`src/rtl/ovl_pkg.sv`:
```
package ovl_pkg;

  typedef struct packed {
    logic [7:0] a;
    logic [7:0] r;
    logic [7:0] g;
    logic [7:0] b;
  } argb_t;

  // control word field positions
  localparam int F_MODE = 0;
  localparam int F_CO   = 2;
  localparam int F_CB   = 4;
  localparam int F_EN   = 6;
  localparam int F_FMT  = 8;
  localparam int F_GA   = 15;

  localparam logic [1:0] AM_PIXEL = 2'd1;
  localparam logic [1:0] AM_BOTH  = 2'd2;

  // (a*b + 127) / 255, rounded product of two 8-bit fractions
  function automatic logic [7:0] norm_mul(input logic [7:0] a, input logic [7:0] b);
    logic [15:0] p;
    p = 16'(a) * 16'(b) + 16'd127;
    return 8'(p / 16'd255);
  endfunction

  function automatic logic [7:0] coef_pick(input logic [1:0] code, input logic [7:0] al);
    case (code)
      2'd0:    return al;
      2'd1:    return ~al;
      2'd2:    return 8'h00;
      default: return 8'hFF;
    endcase
  endfunction

  function automatic logic [7:0] sat_add(input logic [7:0] a, input logic [7:0] b);
    logic [8:0] s;
    s = {1'b0, a} + {1'b0, b};
    return s[8] ? 8'hFF : s[7:0];
  endfunction

  function automatic argb_t unpack_px(input logic [31:0] w, input logic [2:0] fmt);
    argb_t p;
    case (fmt)
      3'd5:    p = '{a: w[31:24], b: w[23:16], g: w[15:8],  r: w[7:0]};
      3'd6:    p = '{r: w[31:24], g: w[23:16], b: w[15:8],  a: w[7:0]};
      3'd7:    p = '{b: w[31:24], g: w[23:16], r: w[15:8],  a: w[7:0]};
      default: p = '{a: w[31:24], r: w[23:16], g: w[15:8],  b: w[7:0]};
    endcase
    return p;
  endfunction

endpackage

```
`src/rtl/ovl_cfg_regs.sv`:
```
module ovl_cfg_regs #(
  parameter int CW     = 12,
  parameter int NCH    = 2,
  parameter int ADDR_W = 4,
  parameter int DEF_W  = 640,
  parameter int DEF_H  = 480
) (
  input  logic              clk,
  input  logic              rst_n,
  input  logic              we,
  input  logic [ADDR_W-1:0] addr,
  input  logic [31:0]       wdata,
  output logic [CW-1:0]     width,
  output logic [CW-1:0]     height,
  output logic [23:0]       base,
  output logic [31:0]       ctrl [NCH],
  output logic [2*CW-1:0]   tl   [NCH],
  output logic [2*CW-1:0]   br   [NCH],
  output logic              restart
);

  assign restart = we && (addr == ADDR_W'(0));

  always_ff @(posedge clk) begin
    if (!rst_n) begin
      width  <= CW'(DEF_W);
      height <= CW'(DEF_H);
      base   <= '0;
    end else if (we) begin
      if (addr == ADDR_W'(0)) begin
        width  <= wdata[CW-1:0];
        height <= wdata[16 +: CW];
      end
      if (addr == ADDR_W'(1)) base <= wdata[23:0];
    end
  end

  for (genvar c = 0; c < NCH; c++) begin : g_ch
    localparam int A0 = 4 * (c + 1);
    always_ff @(posedge clk) begin
      if (!rst_n) begin
        ctrl[c] <= '0;
        tl[c]   <= '0;
        br[c]   <= '0;
      end else if (we) begin
        if (addr == ADDR_W'(A0))     ctrl[c] <= wdata;
        if (addr == ADDR_W'(A0 + 1)) tl[c]   <= {wdata[16 +: CW], wdata[CW-1:0]};
        if (addr == ADDR_W'(A0 + 2)) br[c]   <= {wdata[16 +: CW], wdata[CW-1:0]};
      end
    end
  end

endmodule

```
`src/rtl/ovl_raster.sv`:
```
module ovl_raster #(
  parameter int CW = 12
) (
  input  logic          clk,
  input  logic          rst_n,
  input  logic          restart,
  input  logic          step,
  input  logic [CW-1:0] width,
  input  logic [CW-1:0] height,
  output logic [CW-1:0] x,
  output logic [CW-1:0] y
);

  logic row_end, frame_end;
  assign row_end   = (x == width - CW'(1));
  assign frame_end = (y == height - CW'(1));

  always_ff @(posedge clk) begin
    if (!rst_n || restart) begin
      x <= '0;
      y <= '0;
    end else if (step) begin
      if (row_end) begin
        x <= '0;
        y <= frame_end ? '0 : y + CW'(1);
      end else begin
        x <= x + CW'(1);
      end
    end
  end

  // position frozen when no beat is accepted
  p_hold_pos_r3: assert property (@(posedge clk) disable iff (!rst_n)
    (!step && !restart) |=> ($stable(x) && $stable(y)));

  // row wraps to column zero
  p_row_wrap_r3: assert property (@(posedge clk) disable iff (!rst_n)
    (step && !restart && row_end) |=> (x == '0));

endmodule

```
`src/rtl/ovl_blend_stage.sv`:
```
module ovl_blend_stage
  import ovl_pkg::*;
#(
  parameter int CW  = 12,
  parameter int NCH = 2,
  parameter int IDX = 0
) (
  input  logic             clk,
  input  logic             rst_n,
  input  logic             adv,
  input  logic             in_vld,
  input  logic [23:0]      in_color,
  input  logic [NCH*32-1:0] in_pix,
  input  logic [CW-1:0]    in_x,
  input  logic [CW-1:0]    in_y,
  input  logic [31:0]      ctrl,
  input  logic [2*CW-1:0]  tl,
  input  logic [2*CW-1:0]  br,
  output logic             out_vld,
  output logic [23:0]      out_color,
  output logic [NCH*32-1:0] out_pix,
  output logic [CW-1:0]    out_x,
  output logic [CW-1:0]    out_y
);

  argb_t       px;
  logic [7:0]  ga, alpha, k_own, k_low;
  logic        covered;
  logic [23:0] mixed;

  always_comb begin
    px = unpack_px(in_pix[IDX*32 +: 32], ctrl[F_FMT +: 3]);
    ga = ctrl[F_GA +: 8];
    case (ctrl[F_MODE +: 2])
      AM_PIXEL: alpha = px.a;
      AM_BOTH:  alpha = norm_mul(px.a, ga);
      default:  alpha = ga;
    endcase
    k_own   = coef_pick(ctrl[F_CO +: 2], alpha);
    k_low   = coef_pick(ctrl[F_CB +: 2], alpha);
    covered = ctrl[F_EN]
              && (in_x >= tl[CW-1:0])    && (in_x <= br[CW-1:0])
              && (in_y >= tl[CW +: CW])  && (in_y <= br[CW +: CW]);
    mixed = {sat_add(norm_mul(k_own, px.r), norm_mul(k_low, in_color[23:16])),
             sat_add(norm_mul(k_own, px.g), norm_mul(k_low, in_color[15:8])),
             sat_add(norm_mul(k_own, px.b), norm_mul(k_low, in_color[7:0]))};
  end

  logic unused_ctrl;
  assign unused_ctrl = ^{ctrl[7], ctrl[14:11], ctrl[31:23]};

  always_ff @(posedge clk) begin
    if (!rst_n) begin
      out_vld   <= 1'b0;
      out_color <= '0;
      out_pix   <= '0;
      out_x     <= '0;
      out_y     <= '0;
    end else if (adv) begin
      out_vld   <= in_vld;
      out_color <= covered ? mixed : in_color;
      out_pix   <= in_pix;
      out_x     <= in_x;
      out_y     <= in_y;
    end
  end

  // a disabled layer leaves the colour beneath untouched
  p_pass_disabled_r4: assert property (@(posedge clk) disable iff (!rst_n)
    (adv && in_vld && !ctrl[F_EN]) |=> (out_color == $past(in_color)));

  // weights zero/one give the colour beneath
  p_zero_one_r6: assert property (@(posedge clk) disable iff (!rst_n)
    (adv && in_vld && covered && ctrl[F_CO +: 2] == 2'd2 && ctrl[F_CB +: 2] == 2'd3)
      |=> (out_color == $past(in_color)));

  // weights zero/zero give black
  p_zero_zero_r6: assert property (@(posedge clk) disable iff (!rst_n)
    (adv && in_vld && covered && ctrl[F_CO +: 2] == 2'd2 && ctrl[F_CB +: 2] == 2'd2)
      |=> (out_color == 24'h0));

endmodule

```
`src/rtl/ovl_blender.sv`:
```
module ovl_blender #(
  parameter int CW     = 12,
  parameter int NCH    = 2,
  parameter int ADDR_W = 4,
  parameter int DEF_W  = 640,
  parameter int DEF_H  = 480
) (
  input  logic              clk,
  input  logic              rst_n,
  input  logic              cfg_we,
  input  logic [ADDR_W-1:0] cfg_addr,
  input  logic [31:0]       cfg_wdata,
  input  logic              in_valid,
  output logic              in_ready,
  input  logic [NCH*32-1:0] in_pix,
  output logic              out_valid,
  input  logic              out_ready,
  output logic [23:0]       out_rgb
);

  logic [CW-1:0]   width, height, rx, ry;
  logic [23:0]     base;
  logic [31:0]     ctrl_w [NCH];
  logic [2*CW-1:0] tl_w   [NCH];
  logic [2*CW-1:0] br_w   [NCH];
  logic            restart, adv;

  ovl_cfg_regs #(.CW(CW), .NCH(NCH), .ADDR_W(ADDR_W), .DEF_W(DEF_W), .DEF_H(DEF_H)) u_cfg (
    .clk(clk), .rst_n(rst_n), .we(cfg_we), .addr(cfg_addr), .wdata(cfg_wdata),
    .width(width), .height(height), .base(base),
    .ctrl(ctrl_w), .tl(tl_w), .br(br_w), .restart(restart));

  // whole pipeline moves unless the output holds an untaken pixel
  assign adv      = !out_valid || out_ready;
  assign in_ready = adv;

  ovl_raster #(.CW(CW)) u_raster (
    .clk(clk), .rst_n(rst_n), .restart(restart), .step(in_valid && in_ready),
    .width(width), .height(height), .x(rx), .y(ry));

  logic              vld_s [NCH+1];
  logic [23:0]       col_s [NCH+1];
  logic [NCH*32-1:0] pix_s [NCH+1];
  logic [CW-1:0]     x_s   [NCH+1];
  logic [CW-1:0]     y_s   [NCH+1];

  assign vld_s[0] = in_valid;
  assign col_s[0] = base;
  assign pix_s[0] = in_pix;
  assign x_s[0]   = rx;
  assign y_s[0]   = ry;

  for (genvar c = 0; c < NCH; c++) begin : g_stage
    ovl_blend_stage #(.CW(CW), .NCH(NCH), .IDX(c)) u_stage (
      .clk(clk), .rst_n(rst_n), .adv(adv),
      .in_vld(vld_s[c]), .in_color(col_s[c]), .in_pix(pix_s[c]),
      .in_x(x_s[c]), .in_y(y_s[c]),
      .ctrl(ctrl_w[c]), .tl(tl_w[c]), .br(br_w[c]),
      .out_vld(vld_s[c+1]), .out_color(col_s[c+1]), .out_pix(pix_s[c+1]),
      .out_x(x_s[c+1]), .out_y(y_s[c+1]));
  end

  assign out_valid = vld_s[NCH];
  assign out_rgb   = col_s[NCH];

  logic unused_tail;
  assign unused_tail = ^{pix_s[NCH], x_s[NCH], y_s[NCH]};

  // a stalled output pixel holds its value
  p_stall_hold_r2: assert property (@(posedge clk) disable iff (!rst_n)
    (out_valid && !out_ready) |=> (out_valid && $stable(out_rgb)));

endmodule

```
`config.mk`:
```
export PLATFORM = sky130hd
export DESIGN_NAME = ovl_blender
export DESIGN_NICKNAME = d
export VERILOG_FILES = /design/src/rtl/ovl_pkg.sv /design/src/rtl/ovl_cfg_regs.sv /design/src/rtl/ovl_raster.sv /design/src/rtl/ovl_blend_stage.sv /design/src/rtl/ovl_blender.sv
export SDC_FILE = /design/constraint.sdc
export NUM_CORES = 2
export LEC_CHECK = 0
export BUFFER_PORTS_ARGS = -buffer_cell sky130_fd_sc_hd__buf_2
export CAP_MARGIN = 20
export CORE_UTILIZATION = 40
export DETAILED_ROUTE_END_ITERATION = 6
export SYNTH_ARGS = -nofsm -noshare
export SYNTH_HDL_FRONTEND = slang
export SYNTH_SLANG_ARGS = --single-unit
```
`constraint.sdc`:
```
create_clock -name clk -period 26.2 [get_ports clk]
set_input_delay 2.62 -clock clk [delete_from_list [all_inputs] [get_ports clk]]
set_output_delay 2.62 -clock clk [all_outputs]
set_load 0.01 [all_outputs]
```
==> summary.md <==
| Metric | Value |
|---|---|
| Status | `finished with violations` |
| Failing checks | `design-rule violations` |
| TritonCTS clock tree | `built` |
| Initial Util | `0.404` |
| Syn_area_per_cell | `7.37 µm²` |
| Worst Setup EP | `g_stage[1].u_stage.out_color[21]` |
| Switch Pwr | `1.07 mW` |
| Sw Share | `0.441` |
| Critical path endpoint category | `flip-flop` |
| Post-synthesis mux area share | `0.0211` |
| Reg2reg path depth | `90` |
| Ratio of cells with drive above 1 in the final layout | `0.101` |
| Initial antenna violation count | `13` |
| Final setup vio count | `0` |
| Worst reg2reg startpoint | `u_cfg.ctrl[10]` |
| Final Util | `0.441` |
| Die Y | `444 µm` |
| Final Hold Fails | `0` |
| PD cells | `28.5 nW/µm²` |
| P&R area growth vs syn | `9.30%` |
| Fin crit period | `24750 ps` |
| Total number of vias | `76200` |
| Routed Antenna Nets | `0` |
| Gr ovfl total | `0` |
| Inst Count DP | `13200` |
| Io pins | `131` |
| Clk Latency, worst-skew pair | `650 ps` |
| Tightest Pin Transition | `1110 ps` |
| Row count | `161` |
| LEAKAGE | `37.6 nW` |
| Die ar. | `197000 µm²` |
| Register area | `6210 µm²` |
| Total of fill cells in the finished design | `19500` |
| Post-synthesis adder-cell area fraction | `0.260` |
| Top cells by area, synth | `fa_1 (15%), ha_1 (11%), nand2_1 (8.0%)` |
| Compound-Gate Fraction of Synth Area | `0.244` |
| Post-synth EDFFs | `0` |
| Simple-gate share of the synthesized area | `0.256` |
| Mapped Area | `78000 µm²` |
| Vias in the first global route | `73800` |
| Final worst slack | `1450 ps` |
| VDD IR max | `41.6 µV` |
| Clk pwr share | `0.257` |
| Post-synth top flop | `dfxtp_1` |
| Clock sink count | `310` |
| Dominant cell type by area after synthesis | `fa_1` |
| Seq/Total Area, Yosys | `0.0795` |
| R2R Path End | `g_stage[1].u_stage.out_color[21]` |
| XOR/XNOR share of the synthesized area | `0.0595` |
| First-pass GRT wire length | `379 mm` |
| Final #Nets | `12100` |
| DRC | `4` |
| Multi-input gate area | `66200 µm²` |
| Yosys top cell area share | `0.152` |
| Syn nets | `11900` |
| Setup TNS | `0 ps` |
| Setup crit start | `u_cfg.ctrl[10]` |
| CP required | `26760 ps` |
| Slowest stage cell, crit path | `or4_1` |
| All-Layer GR Usage | `0.228` |
| CTS Buf Count | `42` |
| Initial drt markers | `5166` |
| Max Freq | `40.4 MHz` |
| GPL Wtd Cong | `0.915` |
| Post-synth cell types | `163` |
| # port buffers | `126` |
| Number of detailed-route iterations in the first pass | `7` |
| Cells after Synth | `10600` |
| Worst-case clock skew | `49.6 ps` |
| Critical path's largest stage delay | `570 ps` |
| Worst EP arrival | `25320 ps` |
| Largest family of logic cells by synthesized area | `adder cells` |
| Post-DP HPWL | `183 mm` |
| Logic pwr share | `0.540` |
| P_int | `1.36 mW` |
| Synth async-reset ratio | `0` |
| Unrepaired setup endpoints after global routing | `no` |
| CP Class | `reg2reg` |
| Reg clk slew, reported paths | `60 ps` |
| Core area | `193000 µm²` |
| DRT Wirelength | `231 mm` |
| Synth Register Bits | `310` |
| Type of the most critical hold path | `reg2reg` |
| Via/cell ratio | `5.73` |
| Setup slack at placement | `272 ps` |
| Yosys warns | `0` |
| Hold_buf cts | `0` |
| Max FO, Critical Path | `16` |
| Max-Cap Viols | `0` |
| PnR Total Power | `2.43 mW` |
| Critical Path Start Type | `flip-flop` |
| H-tree levels | `2` |
| Slew HR | `0.263` |
| Root Buffer | `clkbuf_16` |
| Clk buf depth | `3` |
| Fin cells | `13300` |
| Max Transition Viols Final | `0` |
| Routed wire per std cell | `17.3 µm` |
| Sequential fraction of design power | `0.203` |
| Die X | `444 µm` |
| R2r setup slk | `1450 ps` |
| Largest net degree at the start of global routing | `199` |
| Fin crit share | `0.945` |
[stage by stage]
stage,hold slack (ps),instance area (µm²)
finish,464,85300
global route,483,85300
CTS,466,84700
detailed placement,458,83200
global placement,451,83100
floorplan,441,78000
[flip-flops by register name, indices dropped and copies added, names as in the netlist]
register,flops
g_stage.u_stage.out_vld,2
u_cfg.br,48
u_cfg.base,24
g_stage.u_stage.out_y,12
u_cfg.ctrl,36
u_cfg.tl,48
u_raster.x,12
u_cfg.height,12
g_stage.u_stage.out_x,12
u_raster.y,12
g_stage.u_stage.out_color,48
g_stage.u_stage.out_pix,32
u_cfg.width,12
[synthesized netlist by cell type, types with 47 or more instances]
master,n
nor2_1,604
nand2b_1,104
ha_1,656
mux2i_1,100
clkbuf_1,319
nor3_1,207
o21ai_0,391
inv_1,1144
xor2_1,195
a21oi_1,532
o31ai_1,100
and2_1,396
o21a_1,89
nand2_1,1662
xnor2_1,324
o21ai_1,53
or2_2,78
a211oi_1,91
dfxtp_1,310
or3_1,63
nand3_1,280
fa_1,594
o211ai_1,109
a31oi_1,118
and3_1,129
a21boi_0,252
a21o_1,147
buf_4,47
nor4_1,76
nand4_1,97
nor2b_1,105
[timing repair]
action                     4_1_cts  5_1_grt
setup buffers                    0       10
resized for setup                0       88
setup endpoints to repair        0       48
[cell type report]
class,instances,area share
timing repair buffer,549,0.0459
inverter,1145,0.0504
clock buffer,52,0.0135
tap,2526,0.0371
multi-input combinational,8682,0.776
antenna,9,0.000264
clock inverter,26,0.00409
sequential,310,0.0728
[logic make-up (layout without fill, tap and decap cells)]
kind of cell               Yosys count  count (layout)
buffers and inverters             1597            1772
and+or+nand+nor                   4077            4077
other                                0               9
DFF                                310             310
adders and majority gates         1266            1266
xor gates and xnor gates           525             525
muxes                              155             155
AOI/OAI and AO/OA                 2659            2659
[worst max-delay path: cells and delay by family (launching register included)]
kind | cells | cell delay [ps]
compound gates | 37 | 8960
xor+xnor | 2 | 550
fa+ha+maj | 14 | 5880
buf+inv | 13 | 1420
flops | 1 | 300
simple gates | 21 | 6370
mux | 3 | 1200
[layout by cell type (no fill, tap or decap), types with 56 or more instances in the layout]
cell	netlist	final
and3_1	129	129
o21ai_1	53	56
o21ai_0	391	385
nand3_1	280	278
and2_1	396	396
mux2i_1	100	97
xnor2_1	324	313
a31oi_1	118	114
o21a_1	89	89
a211oi_1	91	88
a21boi_0	252	252
nand2b_1	104	104
nand2_1	1662	1660
buf_2	46	125
buf_4	47	414
or3_1	63	63
fa_1	594	594
xor2_1	195	182
inv_1	1144	1143
ha_1	656	656
or2_2	78	78
nor2b_1	105	102
nor4_1	76	69
dfxtp_1	310	310
o31ai_1	100	97
a21o_1	147	147
a21oi_1	532	525
nand4_1	97	97
nor3_1	207	199
nor2_1	604	600
o211ai_1	109	109
[layer usage]
| layer | track usage | routed length, µm |
|---|---|---|
| met1 | 0.304 | 106000 |
| met5 | 0 | 13 |
| met2 | 0.390 | 109000 |
| met3 | 0.0192 | 9390 |
| met4 | 0.0666 | 6710 |
[worst min path at each step]
stage | startpoint | endpoint | slack, ps | cells after the start
after global placement | u_cfg.tl[47] | u_cfg.tl[47] | 450 | 2
after CTS | u_cfg.tl[19] | u_cfg.tl[19] | 470 | 2
after global routing | u_cfg.br[34] | u_cfg.br[34] | 480 | 2
final | u_cfg.br[6] | u_cfg.br[6] | 460 | 2
after detailed placement | u_cfg.tl[19] | u_cfg.tl[19] | 460 | 2
after floorplan | g_stage[0].u_stage.out_vld | g_stage[1].u_stage.out_vld | 440 | 1
[power groups by stage]
stage	Clock [mW]	Combinational (mW)	Sequential, mW
finish	0.624	1.31	0.493
global placement	0	1.26	0.503
floorplan	0	0.889	0.495
global route	0.659	1.45	0.494
detailed placement	0	1.28	0.503
CTS	0.640	1.29	0.493
Note: power is estimated with default switching activity, not from simulation.
